==> config.mk <==
export PLATFORM = sky130hd
export DESIGN_NAME = nt_deact_ctrl
export DESIGN_NICKNAME = d
export VERILOG_FILES = /design/src/rtl/nt_deact_pkg.sv /design/src/rtl/nt_dea_run_cnt.sv /design/src/rtl/nt_hold_timer.sv /design/src/rtl/nt_start_mode.sv /design/src/rtl/nt_deact_ctrl.sv
export SDC_FILE = /design/constraint.sdc
export NUM_CORES = 1
export LEC_CHECK = 0
export CORE_MARGIN = 3
export CORE_UTILIZATION = 44
export CTS_CLUSTER_SIZE = 8
export DETAILED_ROUTE_END_ITERATION = 16
export PLACE_DENSITY = 0.71
export SETUP_SLACK_MARGIN = 0.15
export SLEW_MARGIN = 40
export SYNTH_ARGS = -nofsm -noshare
export SYNTH_HDL_FRONTEND = slang
export SYNTH_HIERARCHICAL = 1
export SYNTH_SLANG_ARGS = --single-unit
==> constraint.sdc <==
create_clock -name clk -period 2.55 [get_ports clk]
set_clock_uncertainty 0.2 [all_clocks]
set_input_delay 0.51 -clock clk [delete_from_list [all_inputs] [get_ports clk]]
set_output_delay 0.51 -clock clk [all_outputs]
set_load 0.02 [all_outputs]
==> src/rtl/nt_deact_pkg.sv <==
package nt_deact_pkg;

  typedef logic [3:0] hcode_t;

  localparam hcode_t ST_H1  = 4'd1;
  localparam hcode_t ST_H3  = 4'd3;
  localparam hcode_t ST_H6  = 4'd6;
  localparam hcode_t ST_H7  = 4'd7;
  localparam hcode_t ST_H8  = 4'd8;
  localparam hcode_t ST_H9  = 4'd9;
  localparam hcode_t ST_H11 = 4'd11;
  localparam hcode_t ST_H12 = 4'd12;

  // states that react to a received dea=0
  function automatic logic reacts_to_dea(input hcode_t c);
    return (c == ST_H6) || (c == ST_H7) || (c == ST_H8) || (c == ST_H11);
  endfunction

endpackage

==> src/rtl/nt_dea_run_cnt.sv <==
module nt_dea_run_cnt #(
  parameter int DEA_RUN = 3
) (
  input  logic clk,
  input  logic rst_n,
  input  logic clr,
  input  logic sf_strb,
  input  logic dea_bit,
  output logic run_hit
);
  localparam int CW = $clog2(DEA_RUN + 1);
  localparam logic [CW-1:0] LAST = CW'(DEA_RUN - 1);

  logic [CW-1:0] cnt_q;

  assign run_hit = !clr && sf_strb && !dea_bit && (cnt_q == LAST);

  always_ff @(posedge clk) begin
    if (!rst_n || clr) begin
      cnt_q <= '0;
    end else if (sf_strb) begin
      if (dea_bit || run_hit) cnt_q <= '0;
      else                    cnt_q <= cnt_q + 1'b1;
    end
  end


  run_range_chk: assert property (@(posedge clk) disable iff (!rst_n)
    cnt_q <= LAST);


  run_clear_chk: assert property (@(posedge clk) disable iff (!rst_n)
    clr |=> (cnt_q == '0));

endmodule

==> src/rtl/nt_hold_timer.sv <==
module nt_hold_timer #(
  parameter int HOLD_MS = 60
) (
  input  logic clk,
  input  logic rst_n,
  input  logic run,
  input  logic ms_tick,
  output logic done
);
  localparam int TW = (HOLD_MS > 1) ? $clog2(HOLD_MS) : 1;
  localparam logic [TW-1:0] LAST = TW'(HOLD_MS - 1);

  logic [TW-1:0] ms_q;

  assign done = run && ms_tick && (ms_q == LAST);

  always_ff @(posedge clk) begin
    if (!rst_n || !run)      ms_q <= '0;
    else if (done)           ms_q <= '0;
    else if (ms_tick)        ms_q <= ms_q + 1'b1;
  end


  hold_range_chk: assert property (@(posedge clk) disable iff (!rst_n)
    ms_q <= LAST);


  hold_idle_chk: assert property (@(posedge clk) disable iff (!rst_n)
    !run |=> (ms_q == '0));

endmodule

==> src/rtl/nt_start_mode.sv <==
module nt_start_mode (
  input  logic clk,
  input  logic rst_n,
  input  logic dea_path,
  input  logic los_path,
  input  logic ovr_hold,
  input  logic warm_req,
  output logic warm_start
);
  always_ff @(posedge clk) begin
    if (!rst_n)         warm_start <= 1'b0;
    else if (los_path)  warm_start <= ovr_hold && warm_req;
    else if (dea_path)  warm_start <= 1'b1;
  end


  cold_drop_chk: assert property (@(posedge clk) disable iff (!rst_n)
    (los_path && !ovr_hold) |=> !warm_start);

endmodule

==> src/rtl/nt_deact_ctrl.sv <==
module nt_deact_ctrl
  import nt_deact_pkg::*;
#(
  parameter int DEA_RUN = 3,
  parameter int HOLD_MS = 60
) (
  input  logic       clk,
  input  logic       rst_n,
  input  logic       sf_strb,
  input  logic       dea_bit,
  input  logic       los,
  input  logic       ms_tick,
  input  logic       ovr_hold,
  input  logic       warm_req,
  input  logic       auto_wake_en,
  input  logic       wake_tone,
  input  logic       seq_ld,
  input  logic [3:0] seq_code,
  output logic [3:0] state_code,
  output logic       dea_irq,
  output logic       warm_start,
  output logic       act_req
);

  hcode_t st_q, st_d;
  logic   elig, run_hit, hold_done;
  logic   los_drop, wake_go, enter_h9, irq_d;

  assign elig = reacts_to_dea(st_q);

  nt_dea_run_cnt #(.DEA_RUN(DEA_RUN)) u_run (
    .clk     (clk),
    .rst_n   (rst_n),
    .clr     (!elig || ovr_hold),
    .sf_strb (sf_strb),
    .dea_bit (dea_bit),
    .run_hit (run_hit)
  );

  nt_hold_timer #(.HOLD_MS(HOLD_MS)) u_hold (
    .clk     (clk),
    .rst_n   (rst_n),
    .run     (st_q == ST_H9),
    .ms_tick (ms_tick),
    .done    (hold_done)
  );

  nt_start_mode u_mode (
    .clk        (clk),
    .rst_n      (rst_n),
    .dea_path   (enter_h9),
    .los_path   (los_drop),
    .ovr_hold   (ovr_hold),
    .warm_req   (warm_req),
    .warm_start (warm_start)
  );

  // priority: loss of signal, hold timer, wake, dea run, load
  always_comb begin
    st_d     = st_q;
    los_drop = 1'b0;
    wake_go  = 1'b0;
    enter_h9 = 1'b0;
    if (los && st_q != ST_H1) begin
      st_d     = ST_H1;
      los_drop = 1'b1;
    end else if (st_q == ST_H9) begin
      if (hold_done) st_d = ST_H12;
    end else if (st_q == ST_H1 && auto_wake_en && wake_tone) begin
      st_d    = ST_H3;
      wake_go = 1'b1;
    end else if (elig && run_hit) begin
      st_d     = ST_H9;
      enter_h9 = 1'b1;
    end else if (seq_ld) begin
      st_d = seq_code;
    end
  end

  assign irq_d = elig && sf_strb && !dea_bit && ovr_hold && !los;

  always_ff @(posedge clk) begin
    if (!rst_n) begin
      st_q    <= ST_H1;
      dea_irq <= 1'b0;
      act_req <= 1'b0;
    end else begin
      st_q    <= st_d;
      dea_irq <= irq_d;
      act_req <= wake_go;
    end
  end

  assign state_code = st_q;


  los_drop_chk: assert property (@(posedge clk) disable iff (!rst_n)
    (los && state_code != ST_H1) |=> (state_code == ST_H1));


  hold_exit_chk: assert property (@(posedge clk) disable iff (!rst_n)
    (state_code == ST_H9) |=> (state_code == ST_H9 || state_code == ST_H12 ||
                               state_code == ST_H1));


  h9_entry_chk: assert property (@(posedge clk) disable iff (!rst_n)
    (state_code == ST_H9 && $past(state_code) != ST_H9) |->
      ($past(reacts_to_dea(state_code)) || $past(seq_ld)));


  irq_cause_chk: assert property (@(posedge clk) disable iff (!rst_n)
    dea_irq |-> ($past(ovr_hold) && $past(sf_strb) && !$past(dea_bit)));


  wake_req_chk: assert property (@(posedge clk) disable iff (!rst_n)
    act_req |-> (state_code == ST_H3));


  warm_rise_chk: assert property (@(posedge clk) disable iff (!rst_n)
    $rose(warm_start) |-> (state_code == ST_H9 || state_code == ST_H1));

endmodule

==> results of run 1 <==
## worst max-delay path, stage by stage (launching register included)
cell      delay, ns
dfxtp_4        0.40
and4b_4        0.22
nor3_4         0.18
or2_4          0.13
and4bb_2       0.22
buf_4          0.15
maj3_2         0.33
a2111o_1       0.37
a31oi_1        0.17
## power breakdown
part	internal [mW]	total [mW]	switching, mW
Combinational	0.125	0.238	0.113
Sequential	0.251	0.271	0.0203
Clock	0.0610	0.146	0.0855
Total	0.437	0.656	0.219
## stage by stage
step / power [mW] / TNS, ns / hold slack, ns
after global placement: 0.4924 / -0.1257 / 0.2647
after CTS: 0.6471 / 0 / 0.2905
after detailed placement: 0.4972 / -0.1856 / 0.2767
after global routing: 0.6853 / 0 / 0.3293
final: 0.6558 / 0 / 0.2881
after floorplan: 0.4066 / -0.04492 / 0.2512
## cells by family (layout without fill, tap and decap cells)
| family | Yosys count | in the layout | synth area share |
|---|---|---|---|
| simple gates | 44 | 44 | 0.3303 |
| buf+inv | 13 | 50 | 0.06737 |
| mux | 1 | 1 | 0.01057 |
| xor+xnor | 3 | 3 | 0.02775 |
| flops | 15 | 15 | 0.3170 |
| fa+ha+maj | 4 | 4 | 0.04887 |
| compound gates | 23 | 23 | 0.1981 |
## area by class of cell
type	count	share of cell area
clock buffers	4	0.01941
inverters	11	0.03050
flip-flops and latches	15	0.2311
repair buffers	35	0.2329
well taps	27	0.02495
multi-input cells	75	0.4612
## layout by cell type (no fill, tap or decap), types with 2 or more instances in the layout
cell type        netlist  routed
nor3_1                 4       3
a2111o_1               2       2
nand4b_1               2       2
or4b_1                 2       2
maj3_2                 1       2
a31oi_1                4       4
o21bai_1               3       3
dfxtp_1               15      11
ha_1                   2       2
a21oi_1                3       3
o21ai_1                2       2
clkbuf_4               0       3
o2111a_1               2       2
xor2_1                 2       2
nand2_1                4       4
inv_1                 11      11
nand4_1                2       2
nor2_1                 6       6
nand2b_1               4       4
nor4b_4                1       2
dfxtp_4                0       3
nand3_1                2       2
clkdlybuf4s50_1        0      21
and3_1                 2       2
buf_4                  0      14
## timing repair
action	4_1_cts	5_1_grt
endpoints found under the hold margin	0	0
pin swaps	7	5
setup endpoints to repair	3	5
hold buffers	0	0
gates resized for setup	2	3
setup buffers	3	1
cloned	0	0
## routing by layer
| layer | share of wire | wire length, µm | GRT usage |
|---|---|---|---|
| met5 | 0 | 0 | 0 |
| met4 | 0.017 | 42 | 0.08936 |
| met3 | 0.067 | 164 | 0.02564 |
| met2 | 0.49 | 1189 | 0.3450 |
| met1 | 0.43 | 1048 | 0.2278 |
## path summary, 6_finish.rpt
| kind | to | slack, ns | depth (start not counted) |
|---|---|---|---|
| setup reg to reg | state_code[1] | 0.09 | 8 |
| hold / removal | u_run/cnt_q[1] | 0.29 | 2 |
| setup / recovery | state_code[1] | 0.09 | 8 |
| hold reg to reg | u_run/cnt_q[1] | 0.29 | 2 |
## cells in the mapped netlist (2+ instances only)
library cell / count
a21oi_1: 3
nor2_1: 6
nand2_1: 4
o21ai_1: 2
a31oi_1: 4
or4b_1: 2
nor4_1: 2
nor3_1: 4
and3_1: 2
o21bai_1: 3
a2111o_1: 2
a211oi_1: 2
xor2_1: 2
nand4_1: 2
o2111a_1: 2
nand2b_1: 4
dfxtp_1: 15
ha_1: 2
nand3_1: 2
buf_6: 2
nand4b_1: 2
inv_1: 11
## flip-flops by register name, indices dropped and copies added (netlist names)
register           flops
u_run/cnt_q            2
dea_irq                1
u_hold/ms_q            6
state_code             4
act_req                1
u_mode/warm_start      1
==> impl_metrics.ini, run 1 <==
[run_status]
status = complete, no violations

[cells_and_area]
seqCellArea_um2 = 312.8
n_fill_cell = 172
layout-drive-gt1-share = 0.2571
final_nets = 158
post-route-util = 0.6763
finalNonFillerCells = 167
synthToLayoutAreaGrowth_pct = 42.93
num_antenna_cells = 0
final_cell_area_um2 = 1354
multi_input_area_um2 = 624.3

[timing]
setup_slack_ns = 0.09211
hold_violations = 0
setup_viol = 0
max_freq_mhz = 406.9
rsz0062_at_grt = true
finalMaxSlewViolations = 0
post-route-period-util = 0.9639
tightestPinTransition_ns = 0.3306
slew_headroom = 0.7781
min_period_ns = 2.458

[cts]
clock_latency_ns = 0.30
clockBufferDepth = 2
clock_tree.root_cell = clkbuf_4
tritoncts_num_sinks = 15
cts-buffers-inserted = 3
htreeDepth = 1
tritoncts = yes
clkTransAtPathRegs_ns = 0.10

[hold_path]
worstHoldStart = u_run/cnt_q[1]
hold_path.class = reg -> reg

[run]
cap_violations = 0

[pwr]
p_per_area_nw_per_um2 = 484.4
max-vdd-ir-drop_uv = 271.4
p_leak_nw = 0.5076

[synth]
yosysTopAreaCellShare = 0.3170
synth.area.top_cells = dfxtp_1 (32%), inv_1 (4.4%), a31oi_1 (2.6%)
async_reset_ff_frac = 0
ys.flop_type = dfxtp_1
synth_fp_nets = 120
synth_cells = 103
synth-seq-area-share = 0.3170
synth.avg_cell_area_um2 = 9.196
syn-cell-area_um2 = 947.2
yosysTopAreaCell = dfxtp_1
ys_warn_count = 6
synth_edf_count = 0
ys_ff_latch = 15
synth_cell_types = 45

[critical_path]
crit_start = state_code[2]
end_kind = register
worst_ep_arrival_time_ns = 2.48
path_class = reg -> reg
start_kind = register
r2r_start = state_code[2]
worstPathRequired_ns = 2.57
cp_max_fo = 5

[global_routing]
grtUsageTotal = 0.1944
grt_pass1_wl_mm = 3.912
grt_max_degree = 9
antenna_found_initial = 0
grt-ovfl-total = 0
grt_pass1_vias = 901

[floorplanning]
die_w_um = 52.40
die-area_um2 = 2745
ios = 22
start_util = 0.4731
coreArea_um2 = 2002
rows = 16
die-height_um = 52.40

[placement]
dp.cells = 159
port_buffers = 21
place_congestion = 0.8619
preCtsSetupSlack_ns = -0.07148
dpl_cell_area_um2 = 1274
dpl.hpwl_mm = 1.805

[route]
avgRoutedWirePerCell_um = 14.64
drcViolationCount = 0
via_count = 928
drt_first_pass_iters = 4
first_iter_violations = 16
routed_wl_mm = 2.445
ant_nets = 0
drt-vias-per-instance = 5.557
Note: power is estimated with default switching activity, not from simulation.
==> run 2: changes to the inputs <==
--- a/config.mk
+++ b/config.mk
@@ -9,10 +9,11 @@
 export CORE_UTILIZATION = 44
 export CTS_CLUSTER_SIZE = 8
 export DETAILED_ROUTE_END_ITERATION = 16
+export GPL_ROUTABILITY_DRIVEN = 1
 export PLACE_DENSITY = 0.71
 export SETUP_SLACK_MARGIN = 0.15
-export SLEW_MARGIN = 40
 export SYNTH_ARGS = -nofsm -noshare
 export SYNTH_HDL_FRONTEND = slang
 export SYNTH_HIERARCHICAL = 1
 export SYNTH_SLANG_ARGS = --single-unit
+export TNS_END_PERCENT = 10
==> run 2 against run 1 <==
Fmax is 1.1% higher. Count of clock-buffer cells in the layout is 1 lower. Total power is 3.3% lower. Largest power group unchanged. Highest routed layer unchanged.
==> impl_metrics.ini, run 2 (synthesis results as in run 1) <==
[placement]
dpl.hpwl_mm = 1.745
place_congestion = 0.8732
port_buffers = 21
preCtsSetupSlack_ns = -0.1147

[critical_path]
reg2reg_slack_ns = 0.12
end_kind = register
r2r_start = state_code[2]
r2r_end = state_code[0]
worstRegToRegCells = 8
path_class = reg -> reg
crit_start = state_code[2]
cp_max_fo = 4
worstPathRequired_ns = 2.54
start_kind = register
worst_ep_arrival_time_ns = 2.42
endpoint = state_code[0]

[cells_and_area]
layout-drive-gt1-share = 0.2446
largest_register_ffs = 6
regMostFlops = u_hold/ms_q
post-route-util = 0.6619
seqCellArea_um2 = 312.8
num_antenna_cells = 0
final_common_cell = clkdlybuf4s50_1
final_nets = 157
synthToLayoutAreaGrowth_pct = 39.89
final_cell_mix = clkdlybuf4s50_1 (21), buf_4 (13), dfxtp_1 (11)
n_fill_cell = 161
multi_input_area_um2 = 601.8

[timing]
setup_viol = 0
hold_violations = 0
min_period_ns = 2.430
setup_slack_ns = 0.1198
tightestPinTransition_ns = 0.3716
slew_headroom = 0.7516
rsz0062_at_grt = true
post-route-period-util = 0.9530
finalMaxSlewViolations = 0
max_freq_mhz = 411.5
finalSetupTns_ns = 0

[cts]
tritoncts_num_sinks = 15
postCtsHoldBufs = 0
tritoncts = yes
htreeDepth = 1
cts-buffers-inserted = 3
clockBufferDepth = 2
clkTransAtPathRegs_ns = 0.10
clock_latency_ns = 0.29
clock_tree.root_cell = clkbuf_4

[global_routing]
grt-ovfl-total = 0
grtUsageTotal = 0.1903
antenna_found_initial = 0
grt_max_degree = 10
grt_pass1_vias = 863
grt_pass1_wl_mm = 3.815

[pwr]
p_leak_nw = 0.4975
max-vdd-ir-drop_uv = 292.3
p_per_area_nw_per_um2 = 478.8

[floorplanning]
ios = 22
start_util = 0.4731
die-height_um = 52.40
coreArea_um2 = 2002
die-area_um2 = 2745
die_w_um = 52.40
rows = 16

[route]
ant_nets = 0
drcViolationCount = 0
routed_wl_mm = 2.232
first_iter_violations = 11
avgRoutedWirePerCell_um = 13.45
drt-vias-per-instance = 5.410
drt_first_pass_iters = 4
via_count = 898

[hold_path]
hold_path.class = reg -> reg

[run_status]
status = complete, no violations

[run]
cap_violations = 0
## run 2: worst max-delay path, cell delays in order (launching register included)
cell,delay [ns]
dfxtp_4,0.37
nor4b_4,0.31
nor3_2,0.09
or2_4,0.23
and4bb_2,0.33
inv_2,0.04
maj3_2,0.31
o2111a_1,0.23
a211o_1,0.21
## run 2: worst min-delay path by stage
| stage | cells past startpoint | slack (ns) | from | endpoint |
|---|---|---|---|---|
| after global placement | 2 | 0.26 | u_run/cnt_q[1] | u_run/cnt_q[1] |
| after floorplan | 2 | 0.25 | u_run/cnt_q[1] | u_run/cnt_q[1] |
| after global routing | 2 | 0.33 | u_run/cnt_q[1] | u_run/cnt_q[1] |
| after CTS | 2 | 0.29 | u_run/cnt_q[1] | u_run/cnt_q[1] |
| final | 2 | 0.28 | u_run/cnt_q[1] | u_run/cnt_q[1] |
| after detailed placement | 2 | 0.27 | u_run/cnt_q[1] | u_run/cnt_q[1] |
## run 2: layer usage
layer | vias to the layer above | part of all wire | GRT usage
met1 | 423 | 0.46 | 0.2172
li1 | 456 | - | -
met2 | 15 | 0.49 | 0.3306
met5 | - | 0 | 0
met4 | 0 | 0.021 | 0.1021
met3 | 4 | 0.023 | 0.03419
## run 2: final cells by class
| cell class | instances | area share |
|---|---|---|
| Multi-Input combinational cell | 75 | 0.4542 |
| Sequential cell | 15 | 0.2361 |
| Timing Repair Buffer | 34 | 0.2323 |
| Inverter | 11 | 0.03116 |
| Tap cell | 27 | 0.02550 |
| Clock buffer | 3 | 0.01700 |
| Clock inverter | 1 | 0.003777 |
## run 2: power breakdown
group | internal [mW] | switching (mW) | leakage, nW | total (mW)
combinational | 0.121 | 0.108 | 0.356 | 0.230
sequential | 0.251 | 0.0155 | 0.124 | 0.266
clock | 0.0583 | 0.0798 | 0.0177 | 0.138
total | 0.431 | 0.204 | 0.497 | 0.634
## run 2: repair_timing
| item | 4_1_cts | 5_1_grt |
|---|---|---|
| setup endpoints to repair | 4 | 5 |
| buffers inserted | 3 | 1 |
| pin swaps | 6 | 4 |
| hold endpoints to repair | 0 | 0 |
| gates resized for setup | 3 | 0 |
## run 2: metrics by stage
step                hold WS (ns)  power (mW)  instances  cell area [µm²]
global placement          0.2616      0.4928        158             1264
finish                    0.2850      0.6344        166             1325
detailed placement        0.2706      0.4940        158             1264
floorplan                 0.2512      0.4057        103            974.7
CTS                       0.2867      0.6372        165             1318
global route              0.3294      0.6732        166             1325
==> run 3: changes to the inputs <==
--- a/config.mk
+++ b/config.mk
@@ -6,11 +6,12 @@
 export NUM_CORES = 1
 export LEC_CHECK = 0
 export CORE_MARGIN = 3
-export CORE_UTILIZATION = 44
+export CORE_UTILIZATION = 46
+export CTS_BUF_LIST = sky130_fd_sc_hd__clkbuf_4
 export CTS_CLUSTER_SIZE = 8
 export DETAILED_ROUTE_END_ITERATION = 16
 export GPL_ROUTABILITY_DRIVEN = 1
-export PLACE_DENSITY = 0.71
+export PLACE_DENSITY = 0.73
 export SETUP_SLACK_MARGIN = 0.15
 export SYNTH_ARGS = -nofsm -noshare
 export SYNTH_HDL_FRONTEND = slang
==> constraint.sdc (replaced) <==
create_clock -name clk -period 2.55 [get_ports clk]
set_clock_uncertainty 0.2 [all_clocks]
set_input_delay 0.51 -clock clk [delete_from_list [all_inputs] [get_ports clk]]
set_output_delay 0.51 -clock clk [all_outputs]
set_load 0.01 [all_outputs]
==> run 3 against run 2 <==
Total power grew 0.99%. Worst setup slack worse by 0.12 ns. First-iteration DRC count unchanged. Critical path depth unchanged. Critical endpoint unchanged. Largest power group unchanged.
==> impl_metrics.ini, run 3 (synthesis results as in run 1) <==
[hold_path]
hold_path.class = reg -> reg

[timing]
post-route-period-util = 0.9982
hold_violations = 0
finalMaxSlewViolations = 0
tightestPinTransition_ns = 0.3564
hold_slack_ns = 0.2903
max_freq_mhz = 392.8
rsz0062_at_grt = true
slew_headroom = 0.7619
min_period_ns = 2.546
setup_viol = 0

[placement]
dpl.hpwl_mm = 1.818
port_buffers = 21
dp.cells = 158
place_congestion = 0.8028

[pwr]
p_leak_nw = 0.5041
p_switching_mw = 0.2099
max-vdd-ir-drop_uv = 395.4
p_int_mw = 0.4308
p_per_area_nw_per_um2 = 478.1
power.share.sequential = 0.417
comb_power_share = 0.357
switching_share = 0.3275
total_power_mw = 0.6407
p_clk_frac = 0.226

[global_routing]
grtUsageMet3 = 0.05831
grt.busiest_layer = met2
met1_usage = 0.2358
use_met2 = 0.3644
antenna_found_initial = 0
grt_pass1_wl_mm = 4.064
grt_pass1_vias = 903
grt-ovfl-total = 0
grt_max_degree = 10
grtUsageTotal = 0.2073

[floorplanning]
die-height_um = 51.38
ios = 22
rows = 15
die_w_um = 51.38
die-area_um2 = 2639
start_util = 0.5150
coreArea_um2 = 1839

[cells_and_area]
final_nets = 157
finalNonFillerCells = 164
synthToLayoutAreaGrowth_pct = 41.48
num_antenna_cells = 0
layout-drive-gt1-share = 0.2590
largest_register_ffs = 6
regMostFlops = u_hold/ms_q
final_common_cell = clkdlybuf4s50_1
final_cell_mix = clkdlybuf4s50_1 (21), buf_4 (13), inv_1 (11), dfxtp_1 (11), nor2_1 (6)
post-route-util = 0.7286

[route]
drt-vias-per-instance = 5.652
drt_first_pass_iters = 4
via_count = 927
drcViolationCount = 0
first_iter_violations = 11
routed_wl_mm = 2.407
ant_nets = 0
avgRoutedWirePerCell_um = 14.68

[cts]
tritoncts_num_sinks = 15
clockBufferDepth = 2
clkTransAtPathRegs_ns = 0.10
clock_tree.root_cell = clkbuf_4
htreeDepth = 1
cts-buffers-inserted = 3
tritoncts = yes
clock_latency_ns = 0.29

[critical_path]
path_class = reg -> reg
worstPathRequired_ns = 2.53
cp_max_fo = 4
end_kind = register
start_kind = register
worst_ep_arrival_time_ns = 2.53

[run_status]
status = complete, no violations

[run]
cap_violations = 0
run 3: layout make-up:
class                      instances  area, µm²
tap                               25      31.28
clock inverter                     1      5.005
sequential                        15      307.8
clock buffer                       3      22.52
timing repair buffer              34      307.8
fill                             161      499.2
inverter                          11      41.29
multi-input combinational         75      624.3
run 3: worst paths after layout:
kind / startpoint / cells after the start / endpoint / slack (ns)
setup / recovery: state_code[1] / 8 / state_code[0] / 0.004
hold / removal: u_run/cnt_q[1] / 2 / u_run/cnt_q[1] / 0.29
setup reg to reg: state_code[1] / 8 / state_code[0] / 0.004
hold reg to reg: u_run/cnt_q[1] / 2 / u_run/cnt_q[1] / 0.29
run 3: what timing repair did:
action / CTS / global route
buffers inserted: 1 / 1
endpoints found under the hold margin: 0 / 0
gates resized for setup: 2 / 4
hold buffers: 0 / 0
pin swaps: 1 / 8
setup endpoints to repair: 5 / 5
run 3: metal layers:
layer | part of all wire | wire (µm)
met5 | 0 | 0
met4 | 0.017 | 40
met3 | 0.084 | 202
met2 | 0.48 | 1144
met1 | 0.42 | 1021
run 3: worst max-delay path, stage by stage, from the launching register on:
cell and delay [ns]:
dfxtp_4 0.38, nor4b_4 0.35, nor3_4 0.08, or2_4 0.25, and4bb_2 0.34, inv_1 0.05
maj3_2 0.31, o2111a_1 0.24, a211o_1 0.23
run 3: per-stage QoR:
stage	setup WS, ns	TNS (ns)	cell area (µm²)
6_report	0.004475	0	1340
5_1_grt	-0.07105	-0.1206	1340
4_1_cts	0.02282	0	1314
3_5_place_dp	-0.1348	-0.3775	1271
3_3_place_gp	-0.1294	-0.2858	1271
2_1_floorplan	-0.01616	-0.01616	969.7
run 3: power by group through the flow:
stage               Combinational [mW]  Sequential, mW  Clock (mW)
floorplan                        0.113           0.283           0
global placement                 0.210           0.271           0
detailed placement               0.215           0.272           0
CTS                              0.221           0.267       0.151
global route                     0.249           0.269       0.159
finish                           0.229           0.267       0.145
